**config.mk**
```make
export PLATFORM = sky130hd
export DESIGN_NAME = xbus_bridge
export DESIGN_NICKNAME = d
export VERILOG_FILES = /design/src/rtl/xbus_pkg.sv /design/src/rtl/xbus_decode.sv /design/src/rtl/xbus_seq.sv /design/src/rtl/xbus_keeper.sv /design/src/rtl/xbus_bridge.sv
export SDC_FILE = /design/constraint.sdc
export NUM_CORES = 1
export LEC_CHECK = 0
export BUFFER_PORTS_ARGS = -buffer_cell sky130_fd_sc_hd__buf_2
export CORE_ASPECT_RATIO = 1.5
export CORE_MARGIN = 4
export CORE_UTILIZATION = 49
export CTS_CLUSTER_SIZE = 10
export DETAILED_ROUTE_END_ITERATION = 12
export PLACE_DENSITY = 0.89
export SLEW_MARGIN = 5
export SYNTH_ARGS = -nofsm -noshare
export SYNTH_HDL_FRONTEND = slang
export SYNTH_SLANG_ARGS = --single-unit
```
**constraint.sdc**
```tcl
create_clock -name clk -period 2.45 [get_ports clk]
set_input_delay 0.49 -clock clk [delete_from_list [all_inputs] [get_ports clk]]
set_output_delay 0.49 -clock clk [all_outputs]
set_load 0.01 [all_outputs]
```
**src/rtl/xbus_pkg.sv**
```systemverilog
package xbus_pkg;
  typedef enum logic [1:0] {
    XS_IDLE = 2'd0,
    XS_INT  = 2'd1,
    XS_ADR  = 2'd2,
    XS_STB  = 2'd3
  } xstate_e;
endpackage

```
**src/rtl/xbus_decode.sv**
```systemverilog
module xbus_decode #(
  parameter int AW         = 16,
  parameter int LIMW       = 3,
  parameter int WSW        = 2,
  parameter int INT_TOP    = 'h0260,
  parameter int SECT_SHIFT = 13
) (
  input  logic [AW-1:0]   addr,
  input  logic [LIMW-1:0] limit,
  input  logic [WSW-1:0]  ws_lo,
  input  logic [WSW-1:0]  ws_hi,
  output logic            ext_hit,
  output logic [WSW-1:0]  ws_sel
);
  localparam int BW = AW + LIMW + 1;
  localparam logic [AW-1:0] TOP = AW'(INT_TOP);

  logic [BW-1:0] bound;
  logic          in_lower;

  assign bound    = BW'(limit) << SECT_SHIFT;
  assign in_lower = (limit != '0) && (BW'(addr) < bound);
  assign ext_hit  = (addr >= TOP);
  assign ws_sel   = in_lower ? ws_lo : ws_hi;
endmodule

```
**src/rtl/xbus_seq.sv**
```systemverilog
module xbus_seq
  import xbus_pkg::*;
#(
  parameter int AW  = 16,
  parameter int DW  = 8,
  parameter int WSW = 2
) (
  input  logic           clk,
  input  logic           rst,
  input  logic           req_valid,
  input  logic           req_we,
  input  logic [AW-1:0]  req_addr,
  input  logic [DW-1:0]  req_wdata,
  input  logic           bus_en,
  input  logic           ext_hit,
  input  logic [WSW-1:0] ws_sel,
  output xstate_e        st,
  output logic [AW-1:0]  addr_q,
  output logic [DW-1:0]  wdata_q,
  output logic           we_q,
  output logic           last,
  output logic           stall
);
  logic [WSW-1:0] cnt;
  logic           accept;

  assign stall  = (st == XS_ADR) || ((st == XS_STB) && (cnt != '0));
  assign last   = (st == XS_STB) && (cnt == '0);
  assign accept = req_valid && !stall;

  always_ff @(posedge clk) begin
    if (rst) begin
      st      <= XS_IDLE;
      cnt     <= '0;
      addr_q  <= '0;
      wdata_q <= '0;
      we_q    <= 1'b0;
    end else if (accept && bus_en) begin
      addr_q  <= req_addr;
      wdata_q <= req_wdata;
      we_q    <= req_we;
      cnt     <= ws_sel;
      st      <= ext_hit ? XS_ADR : XS_INT;
    end else begin
      unique case (st)
        XS_ADR:  st <= XS_STB;
        XS_STB: begin
          if (cnt != '0) cnt <= cnt - 1'b1;
          else           st  <= XS_IDLE;
        end
        default: st <= XS_IDLE;
      endcase
    end
  end
endmodule

```
**src/rtl/xbus_keeper.sv**
```systemverilog
module xbus_keeper #(
  parameter int DW = 8
) (
  input  logic          clk,
  input  logic          rst,
  input  logic          oe,
  input  logic [DW-1:0] drive,
  input  logic          keep_en,
  output logic [DW-1:0] ad_out
);
  logic [DW-1:0] held;

  always_ff @(posedge clk) begin
    if (rst)     held <= '0;
    else if (oe) held <= drive;
  end

  always_comb begin
    if (oe)           ad_out = drive;
    else if (keep_en) ad_out = held;
    else              ad_out = '0;
  end
endmodule

```
**src/rtl/xbus_bridge.sv**
```systemverilog
module xbus_bridge
  import xbus_pkg::*;
#(
  parameter int AW         = 16,
  parameter int DW         = 8,
  parameter int WSW        = 2,
  parameter int LIMW       = 3,
  parameter int INT_TOP    = 'h0260,
  parameter int SECT_SHIFT = 13
) (
  input  logic             clk,
  input  logic             rst,
  input  logic             req_valid,
  input  logic             req_we,
  input  logic [AW-1:0]    req_addr,
  input  logic [DW-1:0]    req_wdata,
  input  logic             bus_en,
  input  logic [LIMW-1:0]  sec_limit,
  input  logic [WSW-1:0]   ws_lo,
  input  logic [WSW-1:0]   ws_hi,
  input  logic             keep_en,
  input  logic [DW-1:0]    ad_in,
  output logic [DW-1:0]    rd_data,
  output logic             stall,
  output logic [DW-1:0]    ad_out,
  output logic             ad_oe,
  output logic [AW-DW-1:0] addr_hi,
  output logic             ale,
  output logic             rd_n,
  output logic             wr_n
);
  localparam int HW = AW - DW;

  xstate_e        st;
  logic [AW-1:0]  addr_q;
  logic [DW-1:0]  wdata_q;
  logic           we_q;
  logic           last;
  logic           ext_hit;
  logic [WSW-1:0] ws_sel;
  logic [DW-1:0]  drv_val;
  logic           strobe;
  logic [DW-1:0]  rd_q;

  xbus_decode #(.AW(AW), .LIMW(LIMW), .WSW(WSW), .INT_TOP(INT_TOP),
                .SECT_SHIFT(SECT_SHIFT)) u_dec (
    .addr(req_addr), .limit(sec_limit), .ws_lo(ws_lo), .ws_hi(ws_hi),
    .ext_hit(ext_hit), .ws_sel(ws_sel)
  );

  xbus_seq #(.AW(AW), .DW(DW), .WSW(WSW)) u_seq (
    .clk(clk), .rst(rst), .req_valid(req_valid), .req_we(req_we),
    .req_addr(req_addr), .req_wdata(req_wdata), .bus_en(bus_en),
    .ext_hit(ext_hit), .ws_sel(ws_sel), .st(st), .addr_q(addr_q),
    .wdata_q(wdata_q), .we_q(we_q), .last(last), .stall(stall)
  );

  assign ale     = (st == XS_INT) || (st == XS_ADR);
  assign strobe  = (st == XS_STB);
  assign rd_n    = !(strobe && !we_q);
  assign wr_n    = !(strobe && we_q);
  assign ad_oe   = ale || (strobe && we_q);
  assign drv_val = ale ? addr_q[DW-1:0] : wdata_q;
  assign addr_hi = bus_en ? addr_q[AW-1:DW] : HW'(0);

  xbus_keeper #(.DW(DW)) u_keep (
    .clk(clk), .rst(rst), .oe(ad_oe), .drive(drv_val),
    .keep_en(keep_en), .ad_out(ad_out)
  );

  always_ff @(posedge clk) begin
    if (rst)                rd_q <= '0;
    else if (last && !we_q) rd_q <= ad_in;
  end

  assign rd_data = rd_q;
endmodule

```
==> Word-level counts from Yosys, hierarchy flattened <==
Cells that the tools add are included.
{ "word_totals": {"register_bits": 45, "out_inout_bits": 29, "elab_cells": 47, "in_bits": 45} }
{ "op_classes": {"n_mux": 12, "magnitude_cmp": 2, "n_reduce_logical": 21, "n_addsub": 1, "eq_ne": 4} }
{ "op_table": {"columns": ["cell", "n"], "rows": [
  ["$mux 8", 4],
  ["$ge 16x10->1 const B", 1],
  ["$lt 16x16->1", 1],
  ["$mux 2", 7],
  ["$logic_and 1x1->1", 8],
  ["$reduce_bool 2->1", 3],
  ["$eq 2x2->1 const B", 2],
  ["$logic_not 1->1", 4],
  ["$pmux 2 s2", 1],
  ["$logic_or 1x1->1", 3],
  ["$ne 3x2->1 const B", 1],
  ["$reduce_bool 3->1", 1],
  ["$eq 2x1->1 const B", 1],
  ["$logic_not 2->1", 1],
  ["$reduce_and 2->1", 1],
  ["$sub 2x1->2 const B", 1]
]} }

==> Depth between registers and ports, before layout <==
{ "depth": {"depth_word": 8, "depth_mapped": 9, "depth_no_buf": 6} }

==> Cells and area by module <==
From an unflattened synthesis, not the netlist that was laid out.
{ "unflattened": {"cells_unflattened": 243, "area_unflattened_um2": 2321.0} }
{ "modules_own_cells": {"columns": ["module", "area_per_inst_um2", "seq_area_each_um2", "cells_per_inst", "n_inst"], "rows": [
  ["xbus_seq", 1239.9, 580.6, 135, 1],
  ["xbus_bridge", 569.3, 160.2, 56, 1],
  ["xbus_keeper", 395.4, 160.2, 37, 1],
  ["xbus_decode", 116.4, 0.0, 15, 1]
]} }

==> Least setup slack after synthesis <==
OpenSTA, ideal clock, no wires.
{ "synth_path": {"path_kind": "register -> output", "startpoint": "reg u_seq.st[0]", "endpoint": "out ad_out[0]", "stages_incl_launch_ff": 9, "required_ps": 1960, "path_slack_ps": 388, "n_path_buf": 2, "arrival_ps": 1572, "cell_sequence": "dfxtp_1 -> ha_1 -> and2_1 -> clkbuf_1 -> inv_1 -> and2_1 -> clkbuf_1 -> nand2_1 -> a31oi_1"} }
{ "synth_between": {"elab_chain_cells": 4, "elab_cells_between_ends": 8, "cone_classes": "eq/ne (3); mux (2); reduce/logical (3)"} }
{ "synth_rtl": {"columns": ["item", "line_no", "rtl"], "rows": [
  ["start, declared", "xbus_seq.sv:17", "output xstate_e st,"],
  ["start signal, assigned", "xbus_seq.sv:43", "st <= ext_hit ? XS_ADR : XS_INT;"],
  ["$eq 2x1->1 (tied with other cells)", "xbus_bridge.sv:58", "assign ale = (st == XS_INT) || (st == XS_ADR);"],
  ["$logic_or 1x1->1 / $logic_and 1x1->1 (equally long branches)", "xbus_bridge.sv:58, xbus_bridge.sv:62", null],
  ["$mux 8 / $logic_or 1x1->1 (equally long branches)", "xbus_bridge.sv:63, xbus_bridge.sv:62", null],
  ["$mux 8 *", "xbus_keeper.sv:19", "if (oe) ad_out = drive;"],
  ["end, declared", "xbus_bridge.sv:25", "output logic [DW-1:0] ad_out,"]
]} }
Every way passes the cells marked *; elsewhere a longest branch is shown, timed or not.

==> Worst setup path in the final report <==
{ "layout_path": {"startpoint": "reg u_seq.st[1]", "endpoint": "out ad_out[7]"} }
Same word-level chain as after synthesis.

==> qor.json <==
{
  "area.growth.synth_to_final": {"value": 24.23, "unit": "%"},
  "antenna_left": {"value": 0},
  "class_of_the_most_critical_setup_path": {"value": "reg -> out"},
  "timing.critical_path.arrival": {"value": 1.78, "unit": "ns"},
  "syn_avg_cell_area": {"value": 8.069, "unit": "um2"},
  "post-synth-top-count-cell": {"value": "sky130_fd_sc_hd__nand2_1"},
  "worst_hold_startpoint": {"value": "ad_in[3]"},
  "synth_top_cells_by_count": {"value": "sky130_fd_sc_hd__nand2_1, sky130_fd_sc_hd__dfxtp_1, sky130_fd_sc_hd__a21oi_1"},
  "ys_seq_area_frac": {"value": 0.4361},
  "clkTransAtPathRegs": {"value": 0.09, "unit": "ns"},
  "drt-total-wl": {"value": 5174, "unit": "um"},
  "async_reset_ff_frac": {"value": 0},
  "hold_viol": {"value": 0},
  "power.static_leakage": {"value": 1.181, "unit": "nW"},
  "number_of_enable_type_register_cells_in_the_synthesized_netlist": {"value": 0},
  "seq_power_share": {"value": 0.487},
  "area_taken_by_multi_input_logic_gates": {"value": 1046, "unit": "um2"},
  "cts_tree": {"value": "done"},
  "clk-insertion-delay-late": {"value": 0.30, "unit": "ns"},
  "drtPass1Iterations": {"value": 4},
  "floorplan.initialDensity": {"value": 0.5172},
  "setup-violations-final": {"value": 0},
  "postSynthRegisterBits": {"value": 45},
  "layout.area.seq": {"value": 900.9, "unit": "um2"},
  "report.power.total": {"value": 1.631, "unit": "mW"},
  "cts.root.buffer_cell": {"value": "sky130_fd_sc_hd__clkbuf_8"},
  "synth_compound_area_frac": {"value": 0.1714},
  "tritoncts.num_buffers": {"value": 5},
  "yosysWarnings": {"value": 0},
  "postPlaceCellArea": {"value": 2445, "unit": "um2"},
  "grt_antenna_before_repair": {"value": 0},
  "post_synth_mux_area_share": {"value": 0.04361},
  "worst_setup_path_end_kind": {"value": "output pin"},
  "postCtsSetupRepairBufs": {"value": 0},
  "cts_hold_buffers": {"value": 0},
  "final_layout_size_suffix_gt1_frac": {"value": 0.3006},
  "synthXorXnorAreaFrac": {"value": 0},
  "synth_adder_area_share": {"value": 0.03028},
  "final_max_slew_viol_count": {"value": 0},
  "finalSetupTns": {"value": 0, "unit": "ns"},
  "max-cap-violations": {"value": 0},
  "numClockSinks": {"value": 45},
  "cts.path.max_buffers": {"value": 2},
  "wire_per_inst": {"value": 13.95, "unit": "um"},
  "io_buffers": {"value": 73},
  "worst_setup_path_start_kind": {"value": "flip-flop"},
  "fill_cells": {"value": 371},
  "timing.hold.worst_endpoint": {"value": "rd_data[3]$_SDFFE_PP0P_"},
  "hold-path-cell-count": {"value": 3},
  "final_wtd_congestion": {"value": 0.7867},
  "post-synth-top-area-cell": {"value": "sky130_fd_sc_hd__dfxtp_1"},
  "power_frac_clock": {"value": 0.347},
  "dp_hpwl": {"value": 3992, "unit": "um"},
  "worst_hold_path_type": {"value": "in -> reg"},
  "rsz0062_at_grt": {"value": "false"},
  "num_vias": {"value": 2004},
  "worst-r2r-cell-count": {"value": 6},
  "pwr_cell_area": {"value": 635.7, "unit": "nW/um2"},
  "synth-main-ff-cell": {"value": "sky130_fd_sc_hd__dfxtp_1"},
  "ir_worst_vdd": {"value": 0.5592, "unit": "mV"},
  "post_synth_and_or_nand_nor_area_fraction": {"value": 0.2580},
  "floorplan.core_area": {"value": 3994, "unit": "um2"},
  "layout_min_cycle_time": {"value": 2.269, "unit": "ns"},
  "timing.rr.start": {"value": "u_seq.st[1]$_SDFFE_PP0P_"},
  "antenna-diode-count": {"value": 0},
  "grt_usage": {"value": 0.2122},
  "finish.instance_area": {"value": 2566, "unit": "um2"},
  "first_global_vias": {"value": 1969},
  "gate_power_share": {"value": 0.166},
  "die-area": {"value": 5340, "unit": "um2"},
  "detail_route.iter0.violations": {"value": 76},
  "timing_limited_maximum_frequency": {"value": 440.8, "unit": "MHz"},
  "whs": {"value": 0.4094, "unit": "ns"},
  "internal_power": {"value": 1.194, "unit": "mW"},
  "largest_family_of_logic_cells_by_synthesized_area": {"value": "simple AND/OR/NAND/NOR gates"},
  "grt_max_degree": {"value": 27},
  "overflow": {"value": 0},
  "dp_worst_setup_slack": {"value": 0.2885, "unit": "ns"},
  "final_critical_path_setup_slack": {"value": 0.1814, "unit": "ns"},
  "timing.clock.skew": {"value": 0.006621, "unit": "ns"},
  "post_synth_num_cell_types": {"value": 32},
  "crit_required": {"value": 1.96, "unit": "ns"},
  "synth.top_cell.area_share": {"value": 0.4361},
  "worstPathMaxFanout": {"value": 8},
  "worstReg2RegEnd": {"value": "u_seq.addr_q[6]$_SDFFE_PP0P_"},
  "chipWidth": {"value": 61.02, "unit": "um"},
  "grt_first_pass_wirelength": {"value": 8562, "unit": "um"},
  "synthesized_netlist_net_count": {"value": 306},
  "synth.area.top_cells": {"value": "sky130_fd_sc_hd__dfxtp_1, sky130_fd_sc_hd__nand2_1, sky130_fd_sc_hd__a21oi_1, sky130_fd_sc_hd__mux2i_1, sky130_fd_sc_hd__a311oi_1"},
  "sw_frac_of_total": {"value": 0.2680},
  "boundaryPins": {"value": 74},
  "syn_inst": {"value": 256},
  "htree_num_levels": {"value": 2},
  "worst_pin_slew": {"value": 0.5076, "unit": "ns"},
  "setup.reg_to_reg.worst_slack": {"value": 0.45, "unit": "ns"},
  "total_switching_power": {"value": 0.4372, "unit": "mW"},
  "design.final.nets": {"value": 375},
  "drcViolationCount": {"value": 0},
  "die_height": {"value": 87.52, "unit": "um"},
  "std_cell_rows": {"value": 28},
  "status": {"value": "finished clean"},
  "vias_per_cell": {"value": 5.402},
  "post_synth_instance_area": {"value": 2066, "unit": "um2"},
  "min_period_over_period": {"value": 0.9260},
  "relSlewSlack": {"value": 0.6606}
}
cell usage in the layout, fill, tap and decap left out, types with 2 or more instances in the layout:
cell type	netlist	routed
sky130_fd_sc_hd__inv_1	8	8
sky130_fd_sc_hd__and2_1	10	9
sky130_fd_sc_hd__mux2i_1	9	9
sky130_fd_sc_hd__nand2b_1	2	2
sky130_fd_sc_hd__buf_4	0	7
sky130_fd_sc_hd__or3_1	2	2
sky130_fd_sc_hd__ha_1	5	4
sky130_fd_sc_hd__nor3_1	2	2
sky130_fd_sc_hd__buf_2	5	73
sky130_fd_sc_hd__nand2_1	77	77
sky130_fd_sc_hd__nor2_1	18	18
sky130_fd_sc_hd__a21oi_1	28	28
sky130_fd_sc_hd__a31oi_1	8	8
sky130_fd_sc_hd__o21a_1	2	2
sky130_fd_sc_hd__clkbuf_8	2	5
sky130_fd_sc_hd__dfxtp_1	45	45
sky130_fd_sc_hd__a311oi_1	8	8
through the flow:
step                cells  utilization
finish                371       0.6425
global route          371       0.6425
CTS                   371       0.6410
detailed placement    363       0.6122
global placement      363       0.6122
floorplan             256            -
layer usage:
metal | GRT usage | wire [um] | vias up
met1 | 0.2244 | 1880 | 914
li1 | - | - | 1001
met3 | 0.05935 | 364 | 16
met4 | 0.1065 | 176 | 0
met2 | 0.3720 | 2753 | 73
met5 | 0 | 0 | -
sequential cells by signal (all words and copies together), names as in the netlist:
signal,count
u_keep.held,8
u_seq.addr_q,16
u_seq.cnt,2
u_seq.st,2
rd_data,8
u_seq.we_q,1
u_seq.wdata_q,8
cell type report:
cell class,instances,area share
clock buffers,5,0.02682
inverters,8,0.01170
clock inverters,3,0.01804
repair buffers,80,0.1628
flip-flops and latches,45,0.3510
well taps,45,0.02194
multi-input cells,185,0.4076
kinds of logic (layout without fill, tap and decap cells):
logic type / after synthesis / count (layout)
fa+ha+maj: 5 / 5
flops: 45 / 45
compound gates: 52 / 52
buf+inv: 26 / 96
mux: 9 / 9
simple gates: 119 / 119
timing repair:
| item | CTS | global route |
|---|---|---|
| hold endpoints to repair | 0 | 0 |
| setup endpoints to repair | 0 | 8 |
| gates resized for setup | 0 | 3 |
power groups by stage:
stage          logic, mW  clock network, mW  registers, mW
6_report           0.271              0.567          0.794
5_1_grt            0.304              0.620          0.799
4_1_cts            0.271              0.580          0.794
3_5_place_dp       0.269                  0          0.810
3_3_place_gp       0.261                  0          0.807
2_1_floorplan      0.165                  0          0.805
worst max path at each step:
stage                             startpoint                   endpoint
floorplan           u_seq.st[0]$_SDFFE_PP0P_                  ad_out[0]
global placement                req_addr[14]  u_seq.cnt[0]$_SDFFE_PP0P_
detailed placement              req_addr[14]  u_seq.cnt[0]$_SDFFE_PP0P_
CTS                 u_seq.st[1]$_SDFFE_PP0P_                      stall
global route        u_seq.st[1]$_SDFFE_PP0P_                  ad_out[0]
finish              u_seq.st[1]$_SDFFE_PP0P_                  ad_out[7]
critical path, stage by stage (launching register included):
cell and delay (ns):
sky130_fd_sc_hd__dfxtp_1 0.35, sky130_fd_sc_hd__ha_1 0.24, sky130_fd_sc_hd__and2_1 0.18, sky130_fd_sc_hd__inv_1 0.06
sky130_fd_sc_hd__and2_2 0.23, sky130_fd_sc_hd__nand2_1 0.08, sky130_fd_sc_hd__a31oi_1 0.19, sky130_fd_sc_hd__buf_2 0.16
Note: power is estimated with default switching activity, not from simulation.
